[src/rtl/owr_pkg.sv]
package owr_pkg;

  localparam int CMD_BITS = 8;

  localparam logic [CMD_BITS-1:0] CODE_READ     = 8'h33;
  localparam logic [CMD_BITS-1:0] CODE_MATCH    = 8'h55;
  localparam logic [CMD_BITS-1:0] CODE_SEARCH   = 8'hF0;
  localparam logic [CMD_BITS-1:0] CODE_SKIP     = 8'hCC;
  localparam logic [CMD_BITS-1:0] CODE_OD_MATCH = 8'h69;
  localparam logic [CMD_BITS-1:0] CODE_RESUME   = 8'hA5;
  localparam logic [CMD_BITS-1:0] CODE_OD_SKIP  = 8'h3C;

  typedef enum logic [2:0] {
    ST_IDLE, ST_CMD, ST_READ, ST_MATCH,
    ST_S_TRUE, ST_S_CMPL, ST_S_DIR, ST_FUNC
  } owr_state_e;

  typedef enum logic [2:0] {
    OP_READ, OP_MATCH, OP_SEARCH, OP_SKIP,
    OP_OD_MATCH, OP_RESUME, OP_OD_SKIP, OP_BAD
  } owr_op_e;

endpackage

[src/rtl/owr_cmd_decode.sv]
module owr_cmd_decode
  import owr_pkg::*;
(
  input  logic [CMD_BITS-1:0] code,
  output owr_op_e             op
);
  always_comb begin
    case (code)
      CODE_READ:     op = OP_READ;
      CODE_MATCH:    op = OP_MATCH;
      CODE_SEARCH:   op = OP_SEARCH;
      CODE_SKIP:     op = OP_SKIP;
      CODE_OD_MATCH: op = OP_OD_MATCH;
      CODE_RESUME:   op = OP_RESUME;
      CODE_OD_SKIP:  op = OP_OD_SKIP;
      default:       op = OP_BAD;
    endcase
  end
endmodule

[src/rtl/owr_rom_bitsel.sv]
module owr_rom_bitsel #(
  parameter int          ROM_BITS = 64,
  parameter logic [63:0] ROM_ID   = 64'h0,
  localparam int         IDX_W    = $clog2(ROM_BITS)
) (
  input  logic [IDX_W-1:0] idx,
  output logic             rom_bit
);
  logic [ROM_BITS-1:0] rom_q;
  assign rom_q   = ROM_ID[ROM_BITS-1:0];
  assign rom_bit = rom_q[idx];
endmodule

[src/rtl/owr_rom_seq.sv]
module owr_rom_seq
  import owr_pkg::*;
#(
  parameter int          ROM_BITS = 64,
  parameter logic [63:0] ROM_ID   = 64'hB4_5A3C96E1F00F_26
) (
  input  logic clk,
  input  logic rst_n,
  input  logic rst_det,
  input  logic rst_long,
  input  logic rx_valid,
  input  logic rx_bit,
  input  logic tx_ready,
  output logic tx_valid,
  output logic tx_bit,
  output logic presence_req,
  output logic fn_active,
  output logic od_mode,
  output logic resume_flag
);
  localparam int IDX_W = $clog2(ROM_BITS);
  localparam int CW    = $clog2(CMD_BITS);

  owr_state_e          state;
  logic [IDX_W-1:0]    idx;
  logic [CW-1:0]       ccnt;
  logic [CMD_BITS-2:0] cmd_sr;
  logic [CMD_BITS-1:0] cmd_next;
  logic                rc_q, od_q, pres_q;
  logic                rom_bit, idx_last, cmd_last;
  owr_op_e             op;

  assign cmd_next = {rx_bit, cmd_sr};
  assign cmd_last = (ccnt == CW'(CMD_BITS - 1));
  assign idx_last = (idx == IDX_W'(ROM_BITS - 1));

  owr_cmd_decode u_dec (.code(cmd_next), .op(op));

  owr_rom_bitsel #(.ROM_BITS(ROM_BITS), .ROM_ID(ROM_ID)) u_rom (
    .idx(idx), .rom_bit(rom_bit)
  );

  always_ff @(posedge clk or negedge rst_n) begin
    if (!rst_n) begin
      state  <= ST_IDLE;
      idx    <= '0;
      ccnt   <= '0;
      cmd_sr <= '0;
      rc_q   <= 1'b0;
      od_q   <= 1'b0;
      pres_q <= 1'b0;
    end else begin
      pres_q <= rst_det;
      if (rst_det) begin
        state <= ST_CMD;
        ccnt  <= '0;
        idx   <= '0;
        if (rst_long) od_q <= 1'b0;
      end else begin
        case (state)
          ST_CMD: if (rx_valid) begin
            cmd_sr <= cmd_next[CMD_BITS-1:1];
            if (cmd_last) begin
              idx <= '0;
              case (op)
                OP_READ:     begin rc_q <= 1'b0; state <= ST_READ;   end
                OP_MATCH:    begin rc_q <= 1'b0; state <= ST_MATCH;  end
                OP_SEARCH:   begin rc_q <= 1'b0; state <= ST_S_TRUE; end
                OP_SKIP:     begin rc_q <= 1'b0; state <= ST_FUNC;   end
                OP_OD_MATCH: begin rc_q <= 1'b0; od_q <= 1'b1; state <= ST_MATCH; end
                OP_OD_SKIP:  begin rc_q <= 1'b0; od_q <= 1'b1; state <= ST_FUNC;  end
                OP_RESUME:   state <= rc_q ? ST_FUNC : ST_IDLE;
                default:     begin od_q <= 1'b0; state <= ST_IDLE; end
              endcase
            end else begin
              ccnt <= ccnt + 1'b1;
            end
          end
          ST_READ: if (tx_ready) begin
            if (idx_last) state <= ST_FUNC;
            else          idx   <= idx + 1'b1;
          end
          ST_MATCH: if (rx_valid) begin
            if (rx_bit != rom_bit) state <= ST_IDLE;
            else if (idx_last) begin
              rc_q  <= 1'b1;
              state <= ST_FUNC;
            end else idx <= idx + 1'b1;
          end
          ST_S_TRUE: if (tx_ready) state <= ST_S_CMPL;
          ST_S_CMPL: if (tx_ready) state <= ST_S_DIR;
          ST_S_DIR: if (rx_valid) begin
            if (rx_bit != rom_bit) state <= ST_IDLE;
            else if (idx_last) begin
              rc_q  <= 1'b1;
              state <= ST_FUNC;
            end else begin
              idx   <= idx + 1'b1;
              state <= ST_S_TRUE;
            end
          end
          default: ;
        endcase
      end
    end
  end

  always_comb begin
    tx_valid = 1'b0;
    tx_bit   = 1'b0;
    case (state)
      ST_READ, ST_S_TRUE: begin tx_valid = 1'b1; tx_bit = rom_bit;  end
      ST_S_CMPL:          begin tx_valid = 1'b1; tx_bit = ~rom_bit; end
      default: ;
    endcase
  end

  assign presence_req = pres_q;
  assign fn_active    = (state == ST_FUNC);
  assign od_mode      = od_q;
  assign resume_flag  = rc_q;

  AST_PRESENCE_AFTER_RST: assert property (@(posedge clk) disable iff (!rst_n)
    rst_det |=> presence_req);
  AST_MATCH_MISS_IDLE: assert property (@(posedge clk) disable iff (!rst_n)
    (state == ST_MATCH && rx_valid && !rst_det && rx_bit != rom_bit) |=> (state == ST_IDLE && !fn_active));
  AST_RESUME_GATED: assert property (@(posedge clk) disable iff (!rst_n)
    (state == ST_CMD && rx_valid && !rst_det && cmd_last && op == OP_RESUME && !rc_q) |=> !fn_active);
  AST_OD_SET: assert property (@(posedge clk) disable iff (!rst_n)
    (state == ST_CMD && rx_valid && !rst_det && cmd_last && (op == OP_OD_SKIP || op == OP_OD_MATCH)) |=> od_mode);
  AST_LONG_RST_OD_CLEAR: assert property (@(posedge clk) disable iff (!rst_n)
    (rst_det && rst_long) |=> !od_mode);
  AST_TX_HOLD: assert property (@(posedge clk) disable iff (!rst_n)
    (tx_valid && !tx_ready && !rst_det) |=> (tx_valid && $stable(tx_bit)));

endmodule

[config.mk]
export PLATFORM = sky130hd
export DESIGN_NAME = owr_rom_seq
export DESIGN_NICKNAME = d
export VERILOG_FILES = /design/src/rtl/owr_pkg.sv /design/src/rtl/owr_cmd_decode.sv /design/src/rtl/owr_rom_bitsel.sv /design/src/rtl/owr_rom_seq.sv
export SDC_FILE = /design/constraint.sdc
export NUM_CORES = 1
export LEC_CHECK = 0
export BUFFER_PORTS_ARGS = -buffer_cell sky130_fd_sc_hd__buf_2
export CORE_UTILIZATION = 50
export DETAILED_ROUTE_END_ITERATION = 8
export PLACE_DENSITY = 0.78
export SLEW_MARGIN = 20
export SYNTH_ARGS = -nofsm -noshare
export SYNTH_HDL_FRONTEND = slang
export SYNTH_SLANG_ARGS = --single-unit
export TNS_END_PERCENT = 100
[constraint.sdc]
create_clock -name clk -period 4.3 [get_ports clk]
set_input_delay 0.215 -clock clk [delete_from_list [all_inputs] [get_ports clk]]
set_output_delay 0.215 -clock clk [all_outputs]
set_load 0.05 [all_outputs]
==> metrics.txt <==
pin count of the biggest net entering global routing=23; yosys warns=0; Worst-path clk slew=0.15 ns; Slew @ Worst Pin=0.726 ns; post-route ant nets=0; Final Hold Fails=0; reg2reg path depth=8; RSZ-0062 raised after global routing=no; WP data required=4.09 ns; routed via count=1,420; commonest non-fill, non-tap cell in the layout=dfrtp_1; ys flop type=dfrtp_1; WHS Endpoint=presence_req; WHS=0.121 ns; Final Skew=0.0236 ns; Area Growth Syn to Fin=7.71%; number of cell rows=20; first-pass GRT wire length=5.89 mm; Setup crit end kind=primary output; Vias per Instance=6.04; TritonCTS clock tree=yes; initial antenna violation count=0; GRT overflow=0; Fin Setup TNS=0 ns; latest clock arrival within the worst-skew pair=0.33 ns; post-synthesis register bit count=22; Arrival @ worst endpoint=2.49 ns; top sig layer=met4; CTS root buffer=clkbuf_4; max_cap viols=0; fin crit period=2.70 ns; fraction of layout cells with a size suffix above 1=15.2%; met1 WL=1.56 mm; area leader, netlist=dfrtp_1; Async SR Flop Fraction=100%; Setup Fix Bufs, Post-CTS=0; # DRC=0; die area=0.00361 mm^2; distinct cell type count after synthesis=52; outcome=finished, final reports clean; Finished Layout Cells=235; PortBufs=12; # setup viols final=0; CTS max path bufs=2; critical-path maximum fanout=5; startpoint types=flop; Final Worst Setup Slack=1.60 ns; RR Startpoint=idx[0]; Setup CP Type=flop to primary output; Die H=60.1 um; diode count=0; Tot GR Track Use=21.7%; total wire length=3.40 mm; commonest non-fill, non-tap cells in the layout=22 x dfrtp_1, 18 x nor2_1, 17 x nand2_1; # IOs=13; syn nets=200; sequential area share after synthesis=32.6%; router iterations before antenna repair=4; PD cells=510 mW/mm^2; Clock Sinks=22; Final Cell Area=0.00182 mm^2; hold depth=1; Hold Path Origin=rst_det; worst min-delay path category=primary input to flop; Lkg Pwr=0.745 nW; Final Power=0.928 mW; period utilisation layout=62.9%; fin. max-slew vios=0; synthesized instance count=185; post-DP HPWL=2.51 mm; met3 WL post-DR=133 um; RD Place Congestion=0.890; Max Fclk=370 MHz; slew margin rel.=51.1%; syn_area_per_cell=9.12 um^2; core area=0.00313 mm^2; cell count after placement=230; R2R Setup Slk=1.80 ns; initial DRC count=89; Post-synth EDFFs=0; Worst IR Drop VDD=0.329 mV; FF-to-FF End=idx[2]; DP Area=0.00176 mm^2; vias in the first global route=1,349; top cell type's share of synthesized area=32.6%; met2 wire length=1.65 mm; wire length per cell=14.5 um; CTS H-tree depth=1; Net count, final=207; post-place setup slack=1.83 ns; Syn Std Cell Area=0.00169 mm^2; Final Util=58.1%; largest cells by area after synthesis=dfrtp_1 33%, ha_1 5.9%, mux2_2 4.7%, nor2_1 4.0%, nand2_1 3.8%; initial core utilization=54.0%; Die X=60.1 um; Num CTS Buffers=3; Crit. Startpoint=idx[0]
[worst max path at each step]
| stage | endpoint | slack, ns | cells after the start |
|---|---|---|---|
| finish | tx_bit | 1.60 | 8 |
| global placement | idx[2] | 1.94 | 8 |
| CTS | tx_bit | 1.59 | 8 |
| global route | tx_bit | 1.45 | 8 |
| detailed placement | idx[3] | 1.83 | 8 |
| floorplan | idx[2] | 2.07 | 8 |
[Yosys cell counts (all sizes together), types with 4 or more instances]
| library cell | n |
|---|---|
| a21oi | 6 |
| a32o | 6 |
| nand2b | 4 |
| ha | 8 |
| nor3 | 6 |
| buf | 4 |
| mux2i | 7 |
| o211ai | 5 |
| nor2b | 5 |
| clkbuf | 7 |
| mux2 | 7 |
| inv | 6 |
| dfrtp | 22 |
| nand2 | 17 |
| nor2 | 18 |
| o21ai | 7 |
[cell type report]
cell class                      count  area [um^2]
Timing Repair Buffer               13         70.1
Multi-Input combinational cell    146         1070
Tap cell                           44         55.1
Fill cell                         276         1310
Sequential cell                    22          551
Inverter                            6         22.5
Clock buffer                        3         22.5
Clock inverter                      1         30.0
[cells by family after synthesis]
group                    share of synthesized area, %
AND/OR/NAND/NOR                                  23.2
AO/OA/AOI/OAI                                    23.5
flip-flops                                       32.6
buffers and inverters                            4.15
multiplexers                                     9.04
adder cells (fa/ha/maj)                          5.93
XOR/XNOR                                         1.56
[sequential cells by signal (all words and copies together), names as in the netlist]
name	count
cmd_sr	7
od_mode	1
state	3
presence_req	1
idx	6
resume_flag	1
ccnt	3
[power by group]
group | switching, mW | total [mW] | internal (mW)
Clock | 0.0704 | 0.165 | 0.0943
Sequential | 0.0990 | 0.356 | 0.257
Combinational | 0.222 | 0.408 | 0.185
[timing repair]
item | in CTS | in global routing
resized for setup | 0 | 0
endpoints found under the hold margin | 22 | 0
hold buffers | 1 | 0
setup endpoints to repair | 0 | 0
[layer usage]
layer / vias to the layer above / track usage [%]
li1: 707 / -
met1: 676 / 26.8
met2: 31 / 36.9
met3: 6 / 4.98
met4: 0 / 6.98
met5: - / 0
[critical path, cell delays in order, from the launching register on]
cell,delay (ns)
dfrtp_1,0.44
inv_1,0.13
ha_1,0.36
mux2i_1,0.24
o311ai_2,0.14
o211ai_4,0.28
xnor2_1,0.15
a22o_1,0.16
buf_2,0.26
(Power assumes the default switching activity.)
